==> src/rtl/irda_pulse_pkg.sv <==
package irda_pulse_pkg;

  // Strobes from control to datapath
  typedef struct packed {
    logic startPulse;
    logic endPulse;
    logic clrPhase;
    logic incPhase;
  } pulseStrb_t;

  // Status from datapath to control
  typedef struct packed {
    logic phaseWrap;
    logic normDone;
    logic fixedDone;
    logic pulseOn;
  } pulseStat_t;

endpackage

==> src/rtl/irda_pulse_dp.sv <==
module irda_pulse_dp
  import irda_pulse_pkg::*;
#(
  parameter int PHASES       = 16,
  parameter int NORM_TICKS   = 3,
  parameter int FIXED_CYCLES = 6
) (
  input  logic       clk,
  input  logic       rstN,
  input  pulseStrb_t strb,
  output pulseStat_t stat,
  output logic       irTxd
);

  localparam int PW = $clog2(PHASES);
  localparam int WW = $clog2(FIXED_CYCLES + 1);

  logic [PW-1:0] phaseQ;
  logic [WW-1:0] widthQ;
  logic          pulseQ;

  // Tick position inside the current bit period
  always_ff @(posedge clk) begin
    if (!rstN)               phaseQ <= '0;
    else if (strb.clrPhase)  phaseQ <= '0;
    else if (strb.incPhase)  phaseQ <= phaseQ + 1'b1;
  end

  // Clock cycles since pulse start, saturating
  always_ff @(posedge clk) begin
    if (!rstN)                                 widthQ <= '0;
    else if (strb.startPulse)                  widthQ <= '0;
    else if (pulseQ && widthQ < WW'(FIXED_CYCLES)) widthQ <= widthQ + 1'b1;
  end

  // Output register
  always_ff @(posedge clk) begin
    if (!rstN)               pulseQ <= 1'b0;
    else if (strb.startPulse) pulseQ <= 1'b1;
    else if (strb.endPulse)   pulseQ <= 1'b0;
  end

  always_comb begin
    stat.phaseWrap = (phaseQ == PW'(PHASES - 1));
    stat.normDone  = (phaseQ >= PW'(NORM_TICKS - 1));
    stat.fixedDone = (widthQ >= WW'(FIXED_CYCLES - 1));
    stat.pulseOn   = pulseQ;
  end

  assign irTxd = pulseQ;

endmodule

==> src/rtl/irda_pulse_ctrl.sv <==
module irda_pulse_ctrl
  import irda_pulse_pkg::*;
#(
  parameter int SYNC_STAGES = 2
) (
  input  logic       clk,
  input  logic       rstN,
  input  logic       tick16,
  input  logic       txd,
  input  logic       fixedMode,
  input  pulseStat_t stat,
  output pulseStrb_t strb
);

  logic [SYNC_STAGES-1:0] syncQ;
  logic                   prevQ;
  logic                   activeQ;
  logic                   txdS, fall, boundary, startNow, endNow;

  // Synchronizer and edge history, reset to the idle (high) level
  always_ff @(posedge clk) begin
    if (!rstN) begin
      syncQ <= '1;
      prevQ <= 1'b1;
    end else begin
      syncQ <= {syncQ[SYNC_STAGES-2:0], txd};
      prevQ <= syncQ[SYNC_STAGES-1];
    end
  end

  assign txdS     = syncQ[SYNC_STAGES-1];
  assign fall     = prevQ & ~txdS;
  assign boundary = activeQ & tick16 & stat.phaseWrap;
  assign startNow = fall | (boundary & ~txdS);
  assign endNow   = stat.pulseOn &
                    (fixedMode ? stat.fixedDone : (tick16 & stat.normDone));

  // Bit timing runs from a falling edge until a boundary finds the line high
  always_ff @(posedge clk) begin
    if (!rstN)                activeQ <= 1'b0;
    else if (fall)            activeQ <= 1'b1;
    else if (boundary && txdS) activeQ <= 1'b0;
  end

  always_comb begin
    strb.startPulse = startNow;
    strb.endPulse   = endNow & ~startNow;
    strb.clrPhase   = startNow | boundary;
    strb.incPhase   = activeQ & tick16 & ~(startNow | boundary);
  end

  a_r3_fall_starts: assert property (@(posedge clk) disable iff (!rstN)
    fall |=> stat.pulseOn);

  a_r5_boundary_pulse: assert property (@(posedge clk) disable iff (!rstN)
    (boundary && !txdS) |=> stat.pulseOn);

  a_r4_normal_end: assert property (@(posedge clk) disable iff (!rstN)
    (stat.pulseOn && !fixedMode && tick16 && stat.normDone && !startNow)
      |=> !stat.pulseOn);

  a_r6_fixed_end: assert property (@(posedge clk) disable iff (!rstN)
    (stat.pulseOn && fixedMode && stat.fixedDone && !startNow)
      |=> !stat.pulseOn);

endmodule

==> src/rtl/irda_pulse_enc.sv <==
module irda_pulse_enc
  import irda_pulse_pkg::*;
#(
  parameter int SYNC_STAGES  = 2,
  parameter int PHASES       = 16,
  parameter int NORM_TICKS   = 3,
  parameter int FIXED_CYCLES = 6
) (
  input  logic clk,
  input  logic rstN,
  input  logic tick16,
  input  logic txd,
  input  logic fixedMode,
  output logic irTxd
);

  pulseStrb_t strb;
  pulseStat_t stat;

  irda_pulse_ctrl #(
    .SYNC_STAGES(SYNC_STAGES)
  ) ctrl_i (
    .clk(clk), .rstN(rstN), .tick16(tick16), .txd(txd),
    .fixedMode(fixedMode), .stat(stat), .strb(strb)
  );

  irda_pulse_dp #(
    .PHASES(PHASES), .NORM_TICKS(NORM_TICKS), .FIXED_CYCLES(FIXED_CYCLES)
  ) dp_i (
    .clk(clk), .rstN(rstN), .strb(strb), .stat(stat), .irTxd(irTxd)
  );

endmodule

==> config.mk <==
export PLATFORM = sky130hd
export DESIGN_NAME = irda_pulse_enc
export DESIGN_NICKNAME = d
export VERILOG_FILES = /design/src/rtl/irda_pulse_pkg.sv /design/src/rtl/irda_pulse_dp.sv /design/src/rtl/irda_pulse_ctrl.sv /design/src/rtl/irda_pulse_enc.sv
export SDC_FILE = /design/constraint.sdc
export NUM_CORES = 1
export LEC_CHECK = 0
export BUFFER_PORTS_ARGS = -buffer_cell sky130_fd_sc_hd__buf_4
export CORE_AREA = 10 10 47 49
export CTS_BUF_LIST = sky130_fd_sc_hd__clkbuf_16
export CTS_CLUSTER_DIAMETER = 60
export DETAILED_ROUTE_END_ITERATION = 10
export DIE_AREA = 0 0 57 59
export GPL_ROUTABILITY_DRIVEN = 0
export PLACE_DENSITY = 0.65
export SYNTH_ARGS = -nofsm -noshare
export SYNTH_HDL_FRONTEND = slang
export SYNTH_SLANG_ARGS = --single-unit
==> constraint.sdc <==
create_clock -name clk -period 1.55 [get_ports clk]
set_input_delay 0.155 -clock clk [delete_from_list [all_inputs] [get_ports clk]]
set_output_delay 0.155 -clock clk [all_outputs]
set_load 0.02 [all_outputs]
==> results of run 1 <==
==> cells by family after synthesis <==
| logic type | count (synthesis) | share of synthesized area (%) |
|---|---|---|
| AOI/OAI and AO/OA | 14 | 16.2 |
| adders and majority gates | 4 | 8.87 |
| xor gates and xnor gates | 2 | 3.10 |
| buffers and inverters | 6 | 3.99 |
| and+or+nand+nor | 25 | 25.3 |
| DFF | 12 | 42.6 |
==> metal layers <==
layer / up-vias / GRT usage [%] / share of wire (%)
met5: - / 0 / 0
met1: 220 / 7.54 / 49
met2: 18 / 8.53 / 42
met4: 0 / 5.70 / 2.8
met3: 2 / 2.79 / 6.1
li1: 246 / - / -
==> per-stage QoR <==
step                      power, mW  util, %  hold slack, ps  std cells  setup WS, ps
after global placement        0.375     44.4             341         84           175
final                         0.837     50.5             104         88           146
after detailed placement      0.375     44.4             351         84          93.0
after CTS                     0.847     50.0             104         88          83.7
after floorplan               0.355        -             228         63           259
after global routing          0.867     50.5             125         88          63.6
==> final timing paths <==
| kind | startpoint | end | slack [ps] | cells past startpoint |
|---|---|---|---|---|
| worst max-delay path | dp_i.phaseQ[1]$_SDFFE_PP0P_ | dp_i.irTxd$_SDFFE_PN0P_ | 150 | 4 |
| worst min-delay path | txd | ctrl_i.syncQ[0]$_SDFF_PN1_ | 100 | 2 |
| worst max register to register | dp_i.phaseQ[1]$_SDFFE_PP0P_ | dp_i.irTxd$_SDFFE_PN0P_ | 150 | 4 |
| worst min register to register | ctrl_i.syncQ[0]$_SDFF_PN1_ | ctrl_i.syncQ[1]$_SDFF_PN1_ | 400 | 1 |
==> final cells by class <==
| cell class | count | area share, % |
|---|---|---|
| Tap cell | 16 | 2.83 |
| Sequential cell | 12 | 33.9 |
| Inverter | 6 | 3.18 |
| Clock buffer | 3 | 10.6 |
| Timing Repair Buffer | 5 | 5.30 |
| Clock inverter | 1 | 0.530 |
| Multi-Input combinational cell | 45 | 43.6 |
==> worst max-delay path: stages (launching register included) <==
cell     delay [ps]
dfxtp_1         410
ha_1            250
nand3_1         150
or3_1           390
a31oi_1         140
==> sequential cells by signal (all words and copies together), names as in the netlist <==
| signal | count |
|---|---|
| dp_i.widthQ | 3 |
| dp_i.phaseQ | 4 |
| ctrl_i.prevQ | 1 |
| ctrl_i.activeQ | 1 |
| dp_i.irTxd | 1 |
| ctrl_i.syncQ | 2 |
==> Yosys cell counts <==
cell type and number:
dfxtp_1 12, nand2_1 7, inv_1 6, a21oi_1 5, ha_1 4, nand2b_1 4, nand3_1 3, or3_1 3
a31oi_1 2, nor2_1 2, o311ai_1 2, a21boi_1 1, a311o_2 1, and3_1 1, and4_1 1, nand2b_4 1
nor3_1 1, nor4_1 1, o211ai_1 1, o21ai_0 1, o21ai_1 1, or4b_1 1, xnor2_1 1, xor2_1 1
==> power groups by stage <==
| stage | Clock, mW | Combinational [mW] | Sequential [mW] |
|---|---|---|---|
| after floorplan | 0 | 0.0226 | 0.333 |
| after global placement | 0 | 0.0420 | 0.333 |
| after detailed placement | 0 | 0.0421 | 0.333 |
| after CTS | 0.477 | 0.0424 | 0.328 |
| after global routing | 0.489 | 0.0491 | 0.329 |
| final | 0.465 | 0.0431 | 0.328 |
==> qor.csv, run 1 <==
stage,metric,value,unit
setup_path,crit_fanout,6,
route,drcViolationCount,0,
floorplanning,dieArea,3360,um2
setup_path,start_kind,flip-flop,
route,drt_iter0_markers,9,
floorplanning,io_pins,6,
setup_path,path_class,flip-flop to flip-flop,
floorplanning,die_h,59,um
placement,dp_hpwl,790,um
global_routing,grt_max_degree,8,
clocking,cts.sinks,12,
final_layout,finalInstanceArea,708,um2
clocking,cts_buffer_depth,2,
clocking,cts-root-buf,clkbuf_16,
clocking,cts_resized,0,
logic_synthesis,avgSynthCellArea,8.96,um2
setup_path,cp.arrival,1570,ps
global_routing,antenna_found_initial,0,
logic_synthesis,syn_inst,63,
setup_path,end_kind,flip-flop,
floorplanning,rows,14,
logic_synthesis,yosysTopAreaCellShare,42.6,%
clocking,clk_pin_slew_worst_paths,40,ps
sta,tightest_slew,303,ps
clocking,cts_setup_buffers,0,
logic_synthesis,synth_cell_types,24,
pwr,clockPowerShare,55.6,%
global_routing,grt_usage,6.42,%
floorplanning,start_util,40.3,%
clocking,cts_tree,built,
flow_run,drv_cap,0,
sta,relSlewSlack,79.6,%
pwr,peakVddDrop,668,uV
global_routing,grt-ovfl-total,0,
logic_synthesis,synth_area_leader_cell,dfxtp_1,
sta,finalSetupViolCount,0,
pwr,switchingPower,0.157,mW
global_routing,grt_pass1_wl,1730,um
final_layout,diodes,0,
sta,fin_crit_sh,90.6,%
pwr,pwr-share-seq,39.2,%
clocking,insertion_delay,240,ps
final_layout,seqCellArea,240,um2
hold_path,hold_class,input pin to flip-flop,
final_layout,nets,82,
logic_synthesis,synth_area_leaders,"dfxtp_1 43%, ha_1 8.9%, nand2_1 4.7%, a21oi_1 4.4%, nand2b_1 4.4%",
final_layout,final_cell_mix,"12 x dfxtp_1, 7 x nand2_1, 6 x inv_1",
logic_synthesis,syn-num-nets,72,
final_layout,multiInputGateArea,309,um2
route,drt.antenna.violating_nets,0,
sta,finalSetupTns,0,ps
pwr,power.density,1180,nW/um2
clocking,htreeDepth,1,
final_layout,layout_commonest_cell,dfxtp_1,
logic_synthesis,ys.warnings.count,0,
setup_path,crit_required,1720,ps
global_routing,grt_pass1_vias,423,
floorplanning,core_area,1400,um2
sta,rsz0062_at_grt,no,
pwr,internal_power,0.680,mW
outcome,outcome,"finished, final reports clean",
sta,max_clock_freq,0.712,GHz
route,routed_via_density,5.52,
final_layout,drive_above_1_share,15.3,%
route,vias,486,
placement,io_buffer_count,5,
pwr,netSwitchingFraction,18.8,%
placement,place_area,622,um2
logic_synthesis,syn_area,564,um2
route,wl_per_cell,11.8,um
route,dr.pass1.iters,4,
sta,final_max_slew_viol_count,0,
sta,hold_viol,0,
floorplanning,dieWidth,57,um
sta,finalClockSkew,2.02,ps
logic_synthesis,ys_ff_latch,12,
pwr,power.share.combinational,5.2,%
clocking,hold_buffers,0,
final_layout,area_delta_synth_final,25.5,%
clocking,cts_buffers,3,
sta,finalCriticalPeriod,1400,ps
logic_synthesis,ys_seq_area_share,42.6,%
route,wl,1040,um
final_layout,fillers,139,
pwr,p_leak,0.281,nW
No activity file was read; power rests on OpenSTA's default activity.
==> run 2: changes to the inputs <==
--- a/config.mk
+++ b/config.mk
@@ -6,13 +6,13 @@
 export NUM_CORES = 1
 export LEC_CHECK = 0
 export BUFFER_PORTS_ARGS = -buffer_cell sky130_fd_sc_hd__buf_4
-export CORE_AREA = 10 10 47 49
+export CORE_MARGIN = 10
+export CORE_UTILIZATION = 23
 export CTS_BUF_LIST = sky130_fd_sc_hd__clkbuf_16
 export CTS_CLUSTER_DIAMETER = 60
 export DETAILED_ROUTE_END_ITERATION = 10
-export DIE_AREA = 0 0 57 59
 export GPL_ROUTABILITY_DRIVEN = 0
-export PLACE_DENSITY = 0.65
+export PLACE_DENSITY = 0.42
 export SYNTH_ARGS = -nofsm -noshare
 export SYNTH_HDL_FRONTEND = slang
 export SYNTH_SLANG_ARGS = --single-unit
==> run 2 against run 1 <==
Clock-buffer cell count is the same. Register-to-register slack lost 40 ps. Critical path depth is the same. Critical path type unchanged.
==> qor.csv, run 2 (synthesis gave the netlist of run 1 again) <==
stage,metric,value,unit,change
final_layout,regMostFlops,dp_i.phaseQ,,
final_layout,largest_register_ffs,4,,unchanged
clocking,cts-root-buf,clkbuf_16,,
floorplanning,io_pins,6,,unchanged
hold_path,hold_class,input pin to flip-flop,,
global_routing,grt_pass1_wl,2020,um,+17%
clocking,insertion_delay,240,ps,about the same
outcome,outcome,"finished, final reports clean",,
floorplanning,core_area,2280,um2,+62%
clocking,cts.sinks,12,,unchanged
setup_path,end_kind,flip-flop,,
sta,finalSetupTns,0,ps,unchanged
global_routing,grt-ovfl-total,0,,unchanged
final_layout,largestRegisters,"dp_i.phaseQ x4, dp_i.widthQ x3, ctrl_i.syncQ x2",,
floorplanning,die_h,69.5,um,+18%
placement,dp_hpwl,838,um,+6.0%
route,drt.antenna.violating_nets,0,,unchanged
clocking,cts_resized,0,,unchanged
sta,fin_crit_sh,92.9,%,+2.3 points
final_layout,area_delta_synth_final,28.2,%,
sta,final_max_slew_viol_count,0,,unchanged
route,dr.pass1.iters,4,,unchanged
final_layout,seqCellArea,240,um2,unchanged
sta,relSlewSlack,77.3,%,-2.3 points
sta,tightest_slew,340,ps,+36.8 ps
floorplanning,rows,17,,+3
sta,hold_viol,0,,unchanged
floorplanning,dieWidth,69.5,um,+22%
placement,dp.cells,96,,+14%
floorplanning,dieArea,4830,um2,+44%
setup_path,path_class,flip-flop to flip-flop,,
global_routing,grt_usage,5.08,%,-1.3 points
global_routing,grt_max_degree,8,,unchanged
final_layout,stdcell_count,100,,+14%
sta,rsz0062_at_grt,no,,
final_layout,drive_above_1_share,15.3,%,unchanged
pwr,power.density,1160,nW/um2,-1.7%
placement,io_buffer_count,5,,unchanged
sta,max_clock_freq,0.695,GHz,-2.5%
route,vias,476,,-2.1%
global_routing,antenna_found_initial,0,,unchanged
setup_path,crit_fanout,6,,unchanged
clocking,cts_setup_buffers,0,,unchanged
clocking,clk_pin_slew_worst_paths,40,ps,about the same
setup_path,start_kind,flip-flop,,
pwr,peakVddDrop,413,uV,-38%
clocking,cts_buffers,3,,unchanged
sta,finalSetupViolCount,0,,unchanged
pwr,p_leak,0.281,nW,unchanged
final_layout,final_cell_mix,"12 x dfxtp_1, 7 x nand2_1, 6 x inv_1",,
final_layout,multiInputGateArea,309,um2,unchanged
route,wl,1170,um,+13%
global_routing,grt_pass1_vias,468,,+11%
final_layout,fillers,239,,+72%
final_layout,diodes,0,,unchanged
route,drcViolationCount,0,,unchanged
clocking,htreeDepth,1,,unchanged
route,wl_per_cell,11.7,um,-0.98%
route,drt_iter0_markers,49,,+40
flow_run,drv_cap,0,,unchanged
clocking,cts_buffer_depth,2,,unchanged
route,routed_via_density,4.76,,-14%
clocking,cts_tree,built,,
final_layout,nets,82,,unchanged
clocking,hold_buffers,0,,unchanged
sta,finalCriticalPeriod,1440,ps,+35.4 ps
sta,finalClockSkew,1.79,ps,-0.239 ps
floorplanning,start_util,24.8,%,-15 points
final_layout,layout_commonest_cell,dfxtp_1,,
setup_path,crit_required,1660,ps,-60 ps
setup_path,cp.arrival,1550,ps,-20 ps
-- run 2: cell counts in the layout (fill, tap and decap cells not counted) --
Identical to the previous run, type by type.
-- run 2: area by class of cell --
class | count | share of cell area (%)
clock buffer | 3 | 10.4
tap | 28 | 4.84
multi-input combinational | 45 | 42.7
sequential | 12 | 33.2
clock inverter | 1 | 0.519
timing repair buffer | 5 | 5.19
inverter | 6 | 3.11
-- run 2: path summary, 6_finish.rpt --
path	from	end	slack [ps]	cells past startpoint
min reg2reg	ctrl_i.syncQ[0]$_SDFF_PN1_	ctrl_i.syncQ[1]$_SDFF_PN1_	410	1
max reg2reg	dp_i.phaseQ[1]$_SDFFE_PP0P_	dp_i.widthQ[2]$_SDFFE_PP0P_	110	4
min	txd	ctrl_i.syncQ[0]$_SDFF_PN1_	100	2
max	dp_i.phaseQ[1]$_SDFFE_PP0P_	dp_i.widthQ[2]$_SDFFE_PP0P_	110	4
-- run 2: worst max-delay path, stage by stage (launching register included) --
cell and delay (ps):
dfxtp_1 420, ha_1 240, nand3_1 160, o311ai_2 390, nor3_1 100
-- run 2: power breakdown --
| group | leakage (nW) | internal (mW) | switching, mW |
|---|---|---|---|
| Clock | 0.0385 | 0.339 | 0.129 |
| Combinational | 0.144 | 0.0220 | 0.0220 |
| Sequential | 0.0977 | 0.319 | 0.00919 |
| Total | 0.281 | 0.680 | 0.160 |
-- run 2: per-layer routing --
layer,track usage [%],routed length [um],up-vias
li1,-,-,242
met1,6.30,581,219
met2,6.15,479,11
met3,3.14,84,4
met4,3.33,22,0
met5,0,0,-
-- run 2: stage by stage --
step                      util [%]  setup WS (ps)  power (mW)  hold WS, ps  area, um2
after floorplan                  -            259       0.355          228        564
after global placement        28.0            143       0.376          342        637
after detailed placement      28.0           34.1       0.376          343        637
after CTS                     31.4           12.5       0.850         97.9        716
after global routing          31.8           2.82       0.873          104        723
final                         31.8            110       0.840         98.5        723
==> run 3: changes to the inputs <==
--- a/config.mk
+++ b/config.mk
@@ -5,6 +5,7 @@
 export SDC_FILE = /design/constraint.sdc
 export NUM_CORES = 1
 export LEC_CHECK = 0
+export ABC_AREA = 1
 export BUFFER_PORTS_ARGS = -buffer_cell sky130_fd_sc_hd__buf_4
 export CORE_MARGIN = 10
 export CORE_UTILIZATION = 23
@@ -12,6 +13,7 @@
 export CTS_CLUSTER_DIAMETER = 60
 export DETAILED_ROUTE_END_ITERATION = 10
 export GPL_ROUTABILITY_DRIVEN = 0
+export MAX_ROUTING_LAYER = met4
 export PLACE_DENSITY = 0.42
 export SYNTH_ARGS = -nofsm -noshare
 export SYNTH_HDL_FRONTEND = slang
==> run 3 against run 2 <==
Cell count is 19% higher. Synthesized area up 4.0%. Largest power group unchanged. Critical path type unchanged. Utilization shrank 1.6 points. Clock-buffer cell count is the same. Highest routed layer is now met3.
==> qor.csv, run 3 <==
stage,metric,value,unit,change
outcome,outcome,"finished, final reports clean",,
sta,relSlewSlack,84.5,%,+7.3 points
clocking,cts_buffers,3,,unchanged
setup_path,crit_fanout,6,,unchanged
sta,finalSetupTns,0,ps,unchanged
route,drcViolationCount,0,,unchanged
route,routed-wl-met2,533,um,+11%
hold_path,hold_class,input pin to flip-flop,,
sta,fin_ws,276,ps,+165 ps
sta,tightest_slew,231,ps,-109 ps
clocking,cts_resized,0,,unchanged
logic_synthesis,synth_area_leader_cell,dfxtp_1,,
sta,max_clock_freq,0.785,GHz,+13%
floorplanning,core_area,2450,um2,+7.9%
floorplanning,die_h,70.5,um,+1.4%
global_routing,grt-ovfl-total,0,,unchanged
floorplanning,rows,18,,+1
route,wl,1090,um,-6.8%
route,vias,498,,+4.6%
logic_synthesis,synth_commonest_cells,"23 x nand2_1, 12 x dfxtp_1, 12 x inv_1",,
logic_synthesis,yosysMostFrequentCell,nand2_1,,
route,wl_per_cell,9.14,um,-22%
setup_path,slowest_stage,dfxtp_1,,
final_layout,largest_register_ffs,4,,unchanged
final_layout,largestRegisters,"dp_i.phaseQ x4, dp_i.widthQ x3, ctrl_i.syncQ x2",,
route,drt.antenna.violating_nets,0,,unchanged
pwr,peakVddDrop,676,uV,+64%
pwr,power.density,1120,nW/um2,-3.1%
placement,io_buffer_count,5,,unchanged
route,topRoutingLayerUsed,met3,,
logic_synthesis,async_reset_ff_share,0,%,unchanged
global_routing,antenna_found_initial,0,,unchanged
final_layout,final_cell_mix,"23 x nand2_1, 12 x inv_1, 12 x dfxtp_1",,
sta,finalSetupViolCount,0,,unchanged
logic_synthesis,syn_inst,80,,+27%
route,dr_wl_met3,53,um,-37%
sta,rsz0062_at_grt,no,,
final_layout,drive_above_1_share,13.5,%,-1.8 points
pwr,p_leak,0.334,nW,+19%
setup_path,start_kind,flip-flop,,
logic_synthesis,ys.warnings.count,0,,unchanged
sta,fin_crit_sh,82.2,%,-11 points
floorplanning,dieArea,4970,um2,+2.8%
logic_synthesis,ys_ff_latch,12,,unchanged
sta,finalClockSkew,3.87,ps,+2.08 ps
clocking,cts_setup_buffers,0,,unchanged
setup_path,crit_family,flip-flops,,
setup_path,critPathMaxStageDelay,410,ps,about the same
clocking,htreeDepth,1,,unchanged
clocking,cts_tree,built,,
sta,finalCriticalPeriod,1270,ps,-165 ps
pwr,finalPower,0.833,mW,-0.80%
setup_path,crit_required,1680,ps,+20 ps
setup_path,path_cells,ha_1 -> nand3_2 -> or2_1 -> o21ai_1 -> nor2_1,,
flow_run,drv_cap,0,,unchanged
sta,final_max_slew_viol_count,0,,unchanged
route,dr.pass1.iters,3,,-1
logic_synthesis,ys_seq_area_share,40.9,%,-1.6 points
clocking,cts-root-buf,clkbuf_16,,
clocking,clk_pin_slew_worst_paths,40,ps,about the same
route,drt_iter0_markers,4,,-92%
setup_path,path_buf_inv,0,,unchanged
global_routing,grt_pass1_wl,2020,um,unchanged
final_layout,regMostFlops,dp_i.phaseQ,,
placement,pre_cts_slack,276,ps,+242 ps
logic_synthesis,syn-num-nets,89,,+24%
setup_path,end_kind,flip-flop,,
global_routing,grt_pass1_vias,479,,+2.4%
global_routing,grt_max_degree,8,,unchanged
logic_synthesis,synth_edf_count,0,,unchanged
sta,hold_viol,0,,unchanged
logic_synthesis,synth_top_flop_cell,dfxtp_1,,
logic_synthesis,avgSynthCellArea,7.34,um2,-18%
floorplanning,start_util,23.9,%,-0.89 points
logic_synthesis,yosysTopAreaCellShare,40.9,%,-1.6 points
route,routed_via_density,4.18,,-12%
final_layout,layout_commonest_cell,nand2_1,,
global_routing,grt_usage,4.97,%,-0.10 points
floorplanning,io_pins,6,,unchanged
logic_synthesis,syn_area,587,um2,+4.0%
clocking,insertion_delay,240,ps,about the same
logic_synthesis,synth_area_leaders,"dfxtp_1 41%, nand2_1 15%, ha_1 8.5%, inv_1 7.7%, a21oi_1 5.1%",,
floorplanning,dieWidth,70.5,um,+1.4%
clocking,cts.sinks,12,,unchanged
logic_synthesis,synth_cell_types,16,,-33%
final_layout,area_delta_synth_final,26.2,%,
route,m1WireLength,500,um,-14%
final_layout,diodes,0,,unchanged
clocking,hold_buffers,0,,unchanged
setup_path,cp.arrival,1400,ps,-150 ps
final_layout,nets,99,,+21%
clocking,cts_buffer_depth,2,,unchanged
placement,dp_hpwl,863,um,+3.1%
setup_path,path_class,flip-flop to flip-flop,,
## run 3: cell types whose count changed after synthesis, sizes merged, moves of 3 or more
| cell | before | now |
|---|---|---|
| inv | 6 | 12 |
| nand3 | 3 | 6 |
| nand2 | 7 | 23 |
| nor2 | 2 | 7 |
| or2 | 0 | 3 |
| nand2b | 5 | 0 |
| or3 | 3 | 0 |
## run 3: logic make-up (layout without fill, tap and decap cells)
| logic type | after synthesis | after routing | share of synthesized area, % |
|---|---|---|---|
| simple gates | 40 | 40 | 30.3 |
| fa+ha+maj | 4 | 4 | 8.53 |
| xor+xnor | 3 | 3 | 4.48 |
| buf+inv | 12 | 21 | 7.68 |
| compound gates | 9 | 9 | 8.10 |
| flops | 12 | 12 | 40.9 |
## run 3: power by group
group | internal, mW | leakage [nW] | switching [mW]
Combinational | 0.0206 | 0.198 | 0.0238
Sequential | 0.319 | 0.0977 | 0.00625
Clock | 0.339 | 0.0385 | 0.125
## run 3: per-stage QoR
| stage | cells | util (%) | hold slack, ps | area [um2] |
|---|---|---|---|---|
| floorplan | 80 | - | 224 | 587 |
| global placement | 115 | 27.0 | 346 | 662 |
| detailed placement | 115 | 27.0 | 346 | 662 |
| CTS | 119 | 30.2 | 104 | 741 |
| global route | 119 | 30.2 | 112 | 741 |
| finish | 119 | 30.2 | 106 | 741 |
## run 3: routing by layer
layer  vias to the layer above  GRT usage, %
met5                         -             -
met3                         0          2.40
li1                        265             -
met4                         0          1.97
met2                         6          7.58
met1                       227          5.42
## run 3: path summary, 6_finish.rpt
kind	startpoint	to	slack, ps	cells past startpoint
min	txd	ctrl_i.syncQ[0]$_SDFF_PN1_	110	2
max	dp_i.phaseQ[1]$_SDFFE_PP0P_	ctrl_i.activeQ$_SDFFE_PN0P_	280	5
min reg2reg	ctrl_i.syncQ[0]$_SDFF_PN1_	ctrl_i.syncQ[1]$_SDFF_PN1_	410	1
max reg2reg	dp_i.phaseQ[1]$_SDFFE_PP0P_	ctrl_i.activeQ$_SDFFE_PN0P_	280	5
## run 3: worst register-to-register path: stages (launching register included)
cell     delay (ps)
dfxtp_1         410
ha_1            230
nand3_2         100
or2_1           250
o21ai_1         130
nor2_1           50
## run 3: layout make-up
cell class | instances | area (um2)
fillers | 273 | 1710
inverters | 12 | 45.0
clock buffers | 3 | 75.1
repair buffers | 5 | 37.5
well taps | 30 | 37.5
flip-flops and latches | 12 | 240
multi-input cells | 56 | 302
clock inverters | 1 | 3.75
